File: config.mk
export PLATFORM = sky130hd
export DESIGN_NAME = capture_queue_top
export DESIGN_NICKNAME = d
export VERILOG_FILES = /design/src/rtl/capture_queue_pkg.sv /design/src/rtl/capture_queue_store.sv /design/src/rtl/capture_queue_ctrl.sv /design/src/rtl/capture_queue_top.sv
export SDC_FILE = /design/constraint.sdc
export NUM_CORES = 1
export LEC_CHECK = 0
export ABC_AREA = 1
export BUFFER_PORTS_ARGS = -buffer_cell sky130_fd_sc_hd__buf_2
export CORE_MARGIN = 3
export CORE_UTILIZATION = 60
export DETAILED_ROUTE_END_ITERATION = 10
export PLACE_DENSITY = 0.79
export SETUP_SLACK_MARGIN = 0.02
export SYNTH_ARGS = -nofsm -noshare
export SYNTH_HDL_FRONTEND = slang
export SYNTH_SLANG_ARGS = --single-unit
File: constraint.sdc
create_clock -name clk -period 8.45 [get_ports clk]
set_input_delay 2.1125 -clock clk [delete_from_list [all_inputs] [get_ports clk]]
set_output_delay 2.1125 -clock clk [all_outputs]
set_load 0.005 [all_outputs]
File: src/rtl/capture_queue_pkg.sv
package capture_queue_pkg;
  localparam logic [7:0] ADDR_CTRL   = 8'h00;
  localparam logic [7:0] ADDR_MODE   = 8'h04;
  localparam logic [7:0] ADDR_HOLD   = 8'h0C;
  localparam logic [7:0] ADDR_ENSET  = 8'h14;
  localparam logic [7:0] ADDR_ENCLR  = 8'h18;
  localparam logic [7:0] ADDR_MASK   = 8'h1C;
  localparam logic [7:0] ADDR_STATUS = 8'h20;
  localparam logic [7:0] ADDR_VER    = 8'h50;

  localparam int EVT_W = 6;

  typedef struct packed {
    logic push;
    logic pop;
    logic flush;
  } queueStrobe_t;
endpackage

File: src/rtl/capture_queue_store.sv
module capture_queue_store
  import capture_queue_pkg::*;
#(
  parameter int DEPTH  = 16,
  parameter int WORD_W = 32,
  localparam int PTR_W = $clog2(DEPTH),
  localparam int CNT_W = PTR_W + 1
) (
  input  logic              clk,
  input  logic              rstN,
  input  queueStrobe_t      strobe,
  input  logic [WORD_W-1:0] inWord,
  output logic [WORD_W-1:0] headWord,
  output logic [CNT_W-1:0]  count
);
  logic [WORD_W-1:0] mem [DEPTH];
  logic [PTR_W-1:0]  wrPtr, rdPtr;

  always_ff @(posedge clk) begin
    if (strobe.push && !strobe.flush) mem[wrPtr] <= inWord;
  end

  always_ff @(posedge clk or negedge rstN) begin
    if (!rstN) begin
      wrPtr <= '0;
      rdPtr <= '0;
      count <= '0;
    end else if (strobe.flush) begin
      wrPtr <= '0;
      rdPtr <= '0;
      count <= '0;
    end else begin
      if (strobe.push) wrPtr <= wrPtr + 1'b1;
      if (strobe.pop)  rdPtr <= rdPtr + 1'b1;
      count <= count + CNT_W'(strobe.push) - CNT_W'(strobe.pop);
    end
  end

  assign headWord = mem[rdPtr];
endmodule

File: src/rtl/capture_queue_ctrl.sv
module capture_queue_ctrl
  import capture_queue_pkg::*;
#(
  parameter int DEPTH   = 16,
  parameter int VERSION = 12'h2B1,
  localparam int CNT_W  = $clog2(DEPTH) + 1
) (
  input  logic             clk,
  input  logic             rstN,
  input  logic             pushValid,
  input  logic             regWrEn,
  input  logic             regRdEn,
  input  logic [7:0]       regAddr,
  input  logic [31:0]      regWrData,
  input  logic [CNT_W-1:0] count,
  input  logic [31:0]      headWord,
  output queueStrobe_t     strobe,
  output logic [31:0]      regRdData,
  output logic [EVT_W-1:0] maskReg,
  output logic             ovrFlag,
  output logic             udrFlag,
  output logic             irq,
  output logic             dmaReq
);
  logic [3:0]       burstSize;
  logic             isEmpty, isFull, burstHit;
  logic             holdRead, statRead, ovrEvent, udrEvent;
  logic [EVT_W-1:0] statusWord;

  assign isEmpty  = (count == '0);
  assign isFull   = (count == CNT_W'(DEPTH));
  assign burstHit = 32'(count) >= 32'(burstSize);
  assign holdRead = regRdEn && (regAddr == ADDR_HOLD);
  assign statRead = regRdEn && (regAddr == ADDR_STATUS);

  always_comb begin
    strobe.flush = regWrEn && (regAddr == ADDR_CTRL) && regWrData[0];
    strobe.pop   = holdRead && !isEmpty;
    strobe.push  = pushValid && (!isFull || strobe.pop) && !strobe.flush;
  end

  assign ovrEvent = pushValid && isFull && !strobe.pop && !strobe.flush;
  assign udrEvent = holdRead && isEmpty && !strobe.flush;

  always_ff @(posedge clk or negedge rstN) begin
    if (!rstN) begin
      ovrFlag <= 1'b0;
      udrFlag <= 1'b0;
    end else if (strobe.flush) begin
      ovrFlag <= 1'b0;
      udrFlag <= 1'b0;
    end else begin
      ovrFlag <= (ovrFlag && !statRead) || ovrEvent;
      udrFlag <= (udrFlag && !statRead) || udrEvent;
    end
  end

  always_ff @(posedge clk or negedge rstN) begin
    if (!rstN) begin
      maskReg   <= '0;
      burstSize <= 4'd1;
    end else if (regWrEn) begin
      case (regAddr)
        ADDR_ENSET: maskReg <= maskReg | regWrData[EVT_W-1:0];
        ADDR_ENCLR: maskReg <= maskReg & ~regWrData[EVT_W-1:0];
        ADDR_MODE: begin
          case (regWrData[31:28])
            4'd1, 4'd2, 4'd4, 4'd8: burstSize <= regWrData[31:28];
            default:                burstSize <= 4'd1;
          endcase
        end
        default: ;
      endcase
    end
  end

  assign statusWord = {ovrFlag, udrFlag, burstHit, isFull, isEmpty, !isEmpty};

  always_comb begin
    case (regAddr)
      ADDR_HOLD:   regRdData = isEmpty ? 32'h0 : headWord;
      ADDR_MODE:   regRdData = {burstSize, 28'h0};
      ADDR_MASK:   regRdData = 32'(maskReg);
      ADDR_STATUS: regRdData = 32'(statusWord);
      ADDR_VER:    regRdData = 32'(VERSION & 12'hFFF);
      default:     regRdData = 32'h0;
    endcase
  end

  assign irq    = |(statusWord & maskReg);
  assign dmaReq = burstHit;
endmodule

File: src/rtl/capture_queue_top.sv
module capture_queue_top
  import capture_queue_pkg::*;
#(
  parameter int DEPTH    = 16,
  parameter int CHAN_W   = 2,
  parameter int SAMPLE_W = 24,
  parameter int VERSION  = 12'h2B1,
  localparam int CNT_W   = $clog2(DEPTH) + 1
) (
  input  logic                clk,
  input  logic                rstN,
  input  logic                pushValid,
  input  logic [CHAN_W-1:0]   pushChan,
  input  logic [SAMPLE_W-1:0] pushSample,
  input  logic                regWrEn,
  input  logic                regRdEn,
  input  logic [7:0]          regAddr,
  input  logic [31:0]         regWrData,
  output logic [31:0]         regRdData,
  output logic                irq,
  output logic                dmaReq
);
  queueStrobe_t     strobe;
  logic [31:0]      inWord, headWord;
  logic [CNT_W-1:0] fifoCount;
  logic [EVT_W-1:0] maskReg;
  logic             ovrFlag, udrFlag;

  assign inWord = {{(8 - CHAN_W){1'b0}}, pushChan, pushSample};

  capture_queue_store #(.DEPTH(DEPTH), .WORD_W(32)) u_store (
    .clk(clk), .rstN(rstN), .strobe(strobe), .inWord(inWord),
    .headWord(headWord), .count(fifoCount)
  );

  capture_queue_ctrl #(.DEPTH(DEPTH), .VERSION(VERSION)) u_ctrl (
    .clk(clk), .rstN(rstN), .pushValid(pushValid), .regWrEn(regWrEn),
    .regRdEn(regRdEn), .regAddr(regAddr), .regWrData(regWrData),
    .count(fifoCount), .headWord(headWord), .strobe(strobe),
    .regRdData(regRdData), .maskReg(maskReg), .ovrFlag(ovrFlag),
    .udrFlag(udrFlag), .irq(irq), .dmaReq(dmaReq)
  );
endmodule

=== After elaboration in Yosys (flattened, before gate mapping) ===
Memories as Yosys holds them, arrays and structs flattened.
Index checks and enable logic that the tools add are counted.

* Bits in registers: 25
* Memory bits (writable): 416
* Input port bits: 71
* Output and inout port bits: 34
* Logic and storage cells: 74
* Memories: 1

* Add/subtract/negate cells: 4
* $lt $le $gt $ge: 1
* Equal/unequal tests: 12
* Muxes and demuxes: 13
* Bitwise operators: 4
* Reductions and logical operators: 32

{| class="wikitable"
|+ Memories
! name !! words !! bits a word !! rd ports !! clocked after memory_dff !! wr ports !! RTL line !! source
|-
| u_store.mem || 16 || 26 || 1 || 0 || 1 || capture_queue_store.sv:16 || <nowiki>logic [WORD_W-1:0] mem [DEPTH];</nowiki>
|}

{| class="wikitable"
|+ Operators with widths
! operator !! count
|-
| 32-bit case mux with 5 select lines || 1
|-
| 32-bit 2-to-1 mux || 1
|-
| 8-bit by 5-bit equality test with 1-bit output (second input constant) || 3
|-
| 4-bit 2-to-1 mux || 5
|-
| 1-bit logical AND || 15
|-
| 6-bit AND || 2
|-
| 6-bit case mux with 2 select lines || 1
|-
| 4-bit by 1-bit adder with 4-bit output (second input constant) || 2
|-
| 8-bit by 3-bit equality test with 1-bit output (second input constant) || 1
|-
| 8-bit by 4-bit equality test with 1-bit output (second input constant) || 1
|-
| 8-bit by 6-bit equality test with 1-bit output (second input constant) || 1
|-
| 8-bit by 7-bit equality test with 1-bit output (second input constant) || 1
|-
| 8-bit zero test || 1
|-
| 6-bit inverter || 1
|-
| 6-bit bitwise OR || 1
|-
| 2-bit nonzero test || 3
|-
| 6-bit OR reduction || 1
|-
| 5-bit by 1-bit adder with 5-bit output || 1
|-
| 5-bit equality test (second input constant) || 1
|-
| 5-bit by 4-bit >= comparator with 1-bit output || 1
|-
| 1-bit zero test || 5
|-
| 5-bit zero test || 1
|-
| 5-bit 2-to-1 mux || 1
|-
| 5-bit by 1-bit subtractor with 5-bit output || 1
|-
| 8 further kinds || 14
|}

=== Depth between registers and ports, before layout ===
* Word-level depth: 9
* Depth in mapped cells: 15
* Depth with buffers taken out: 15

=== By module ===
Synthesis repeated with hierarchy kept, for this count alone.

* Cells, all modules: 2406
* Area, all modules: 24223.2 µm²

{| class="wikitable"
|+ Modules (own cells, without submodules)
! module !! times used !! cells each !! area an instance (µm²) !! seq. area each (µm²)
|-
| capture_queue_store || 1 || 2173 || 22803.1 || 15700.1
|-
| capture_queue_ctrl || 1 || 232 || 1416.4 || 301.5
|-
| capture_queue_top || 1 || 1 || 3.8 || 0.0
|}

=== Worst setup path before layout ===
No wires, ideal clock.

* Path kind: input to output
* From: in regAddr[1]
* To: out regRdData[13]
* Arrival time: 3022 ps
* Data required time: 6338 ps
* Setup slack: 3316 ps
* Stages: 8
* Path buffers: 1
* Cell sequence: nor2_2 inv_1 nor2_2 nand2_1 nor2_4 buf_4 nand2_1 nor2_1

* Longest elaborated chain between the ends: 2
* Elaborated cells between the ends (all ways): 6
* Those cells by class: 5 x eq/ne; 1 x mux

{| class="wikitable"
|+ RTL lines
! what !! RTL line !! source
|-
| from (decl) || capture_queue_top.sv:17 || <nowiki>input logic [7:0] regAddr,</nowiki>
|-
| 8-bit by 7-bit equality test with 1-bit output, or another cell as far along || capture_queue_ctrl.sv:80 || <nowiki>case (regAddr)</nowiki>
|-
| 32-bit case mux with 5 select lines (*) || capture_queue_ctrl.sv:80 ||
|-
| to (decl) || capture_queue_top.sv:19 || <nowiki>output logic [31:0] regRdData,</nowiki>
|}

Every way passes the cells marked *; elsewhere a longest branch is shown, timed or not.

=== Final worst setup path ===
* From: in regAddr[1]
* To: out regRdData[12]

The elaborated chain is that of the path after synthesis.

==> metrics list <==
- Run status: complete, no violations
- Fraction of synthesized cell area taken by the top area cell type: 66.1%
- Height of the die: 183 um
- Across all hold checks on the routed design, the worst slack comes to 520 ps.
* Clk_lat worst skew: 550 ps
* Count of endpoints failing setup in the final report: 0
- Fillers: 2128
- The worst pin sits at a relative slew slack of 15.7%.
- Critical Path AT: 4140 ps
- The worst setup path is launched from an input pin.
* CP Launch Point: regAddr[1]
* Cells along the critical path: buf_2, nor2_2, inv_1, nor2_2, nand2_1, nor2_4, nand2_1, nor2_1, buf_2
- Detailed routing inserted a total of 12800 vias.
- Clock-pin slew was measured on the worst setup and hold paths at 60 ps.
- Timing-limited maximum frequency: 160 MHz
- Overall fraction of global-route tracks in use: 25.7%
* Startpoint of the lowest-slack hold path: u_ctrl.burstSize[0]$_DFFE_PN1P_
- Max stage delay on crit path: 780 ps
* Area of the mapped netlist: 18900 um2
- Post-layout worst setup margin: 2190 ps
- The number of buffers and inverters on the critical path is 3.
- Unrepaired setup endpoints after global routing: no
- Highest net fanout along the worst path: 26
* Core box area: 30800 um2
- In the routed design, unresolved DRC markers number 0.
* Routability congestion estimate: 0.824
- Drt pass-1 iters: 5
* Worst vdd rail ir drop: 0.199 mV
- Total congestion overflow after global routing: 0
- Slowest stage cell on the critical path: nor2_4
- Dividing the synthesized area by the synthesized cell count gives 11.1 um2.
* Synth warnings: 0
- Total length of routed wires: 43300 um
- The worst hold path belongs to the class flip-flop to flip-flop.
* Largest net degree at the start of global routing: 190
* Leak: 8.02 nW
- Start of the worst register-to-register path: u_store.count[2]$_DFF_PN0_
- Power spread over the standard cell area amounts to 258 nW/um2.
- Ratio of cells with drive above 1 in the final layout: 11.0%
* Post-Place Setup Slack: 2230 ps
* Final-stage net count: 1852
* CTS-repair resized insts: 0
- The setup path with the least slack is of type input pin to output pin.
- From left edge to right edge, the die measures 183 um.
- Final total power: 5.41 mW
- Seq. cell area: 13100 um2
- TritonCTS sink count: 441
- Area Overhead vs Synth: 11.1%
* Element type at the critical path end: output pin
- After the first detailed-routing iteration, the DRC count stood at 1643.
- The number of hold violations in the final report is 0.
- Number of distinct library cells after synthesis: 33
- Number of routed nets with antenna violations: 0
* Delay-heaviest family, CP: simple AND/OR/NAND/NOR gates
* Placement-stage cell area: 19600 um2
- Max-cap violations: 0
* Max-slew violation count: 0
- The die covers 33700 um2.
- Number of cells on the critical path: 9
- Leading post-synthesis cells by cell area: edfxtp_1, nand2_1, nand3_1, nor2_1, dfrtp_1
- CTS built an H-tree with a depth of 2.
- Top-level I/O count: 105
- Dominant cell type by area after synthesis: edfxtp_1
- The count of buffers added on input and output ports is 80.
* Mean routed wirelength per cell: 19.7 um
- Worst-margin pin slew: 1270 ps
* #FFs+latches synth: 441
* Total instance count after detailed placement: 2114
- After layout, the worst path uses 74.0% of the clock period.
- Initial standard-cell utilization of the core: 61.3%
- For the worst flop-to-flop path, the logic depth is 15.
- Setup_tns: 0 ps
* Hold Buf Count CTS: 0
- First-pass GRT wire length: 66900 um
* Finished layout cell area: 21000 um2
- The finished layout holds 2194 standard cells, fillers aside.
- Using the TritonRoute via totals, the vias-per-cell ratio works out to 5.83.
* Worst path required time: 6340 ps
- In this run the deepest clock path goes through 3 buffers.
* Total inserted antenna cells: 0
- The number of clock buffers added by TritonCTS is 45.
* Post-CTS Setup Bufs: 0
* Antenna violations before repair: 0
- The worst hold path was traced through 2 stages.
- Sequential element share of the synthesized area: 69.4%
- CTS placed an instance of clkbuf_16 at the clock tree root.
- Share of the core filled with cells: 68.1%
- Synthesized instance count: 1707
* Most frequent cells in the layout: nand2_1, edfxtp_1, nand3_1
- The floorplan has 64 rows.
* Max Clock Skew: 19.2 ps
* Area of the multi-input gates: 4860 um2
* DPL Wire Length: 22400 um
- After layout, the minimum clock period comes to 6260 ps.
- Commonest non-fill, non-tap cell in the layout: nand2_1
* Number of global-route vias before repair: 12600
- Clock tree from TritonCTS: yes
[per-layer routing]
metal / up-vias / part of all wire (%) / track usage [%]
met5: - / 0 / 0
met4: 0 / 2.7 / 9.08
met3: 107 / 9.1 / 4.04
met2: 660 / 49 / 42.6
met1: 6055 / 40 / 35.2
li1: 5962 / - / -
[final timing paths]
kind	endpoint	slack [ps]
worst max-delay path	regRdData[12]	2190
worst min-delay path	u_ctrl.burstSize[0]$_DFFE_PN1P_	520
worst max register to register	u_store.count[4]$_DFF_PN0_	5140
worst min register to register	u_ctrl.burstSize[0]$_DFFE_PN1P_	520
max in group asynchronous	u_store.rdPtr[0]$_DFFE_PN0P_	6410
min in group asynchronous	u_ctrl.burstSize[2]$_DFFE_PN0P_	1580
[cells by family (layout without fill, tap and decap cells)]
group	Yosys count	after routing	share of synthesized area, %
compound gates	180	180	5.40
xor+xnor	6	6	0.278
fa+ha+maj	16	16	1.10
buf+inv	231	321	5.36
flops	441	441	69.4
other cells	1	2	0.0198
simple gates	832	832	18.4
[flip-flops by register name (all words and copies together), names as in the netlist, named ones only]
name              count
u_store.count         5
u_store.mem         416
u_store.rdPtr         4
u_ctrl.udrFlag        1
u_ctrl.ovrFlag        1
u_ctrl.burstSize      4
u_store.wrPtr         4
[cell type report]
cell class	instances	area share, %
sequential	441	62.6
multi-input combinational	1036	23.1
clock buffer	55	5.75
timing repair buffer	101	2.72
inverter	140	2.53
tap	396	2.36
clock inverter	25	0.942
[cells in the mapped netlist]
cell type  instances
nand2_1          418
edfxtp_1         416
nand3_1          200
nor2_1           176
inv_1            136
o21ai_0           77
o211ai_1          47
buf_2             38
a21oi_1           31
clkbuf_1          25
dfrtp_1           24
o21ai_1           24
ha_1              15
nor3_1            15
buf_4             14
nand4_1           10
buf_1              8
buf_6              6
xor2_1             6
nor2_2             3
nor2_4             3
clkinv_1           2
inv_2              2
nand2_4            2
conb_1             1
dfstp_2            1
fa_1               1
nand2_2            1
nand3_2            1
nand3b_1           1
o22ai_1            1
or2_1              1
or2_2              1
[report_power, final]
group,leakage [nW],switching [mW],total (mW),internal [mW]
Combinational,3.28,0.600,0.844,0.243
Clock,0.691,0.787,1.89,1.10
Sequential,4.05,0.0807,2.67,2.59
Total,8.02,1.47,5.41,3.94
[worst min-delay path: stages (launching register included)]
cell,delay [ps]
dfstp_2,370
inv_1,60
o21ai_0,80
(Power assumes the default switching activity.)
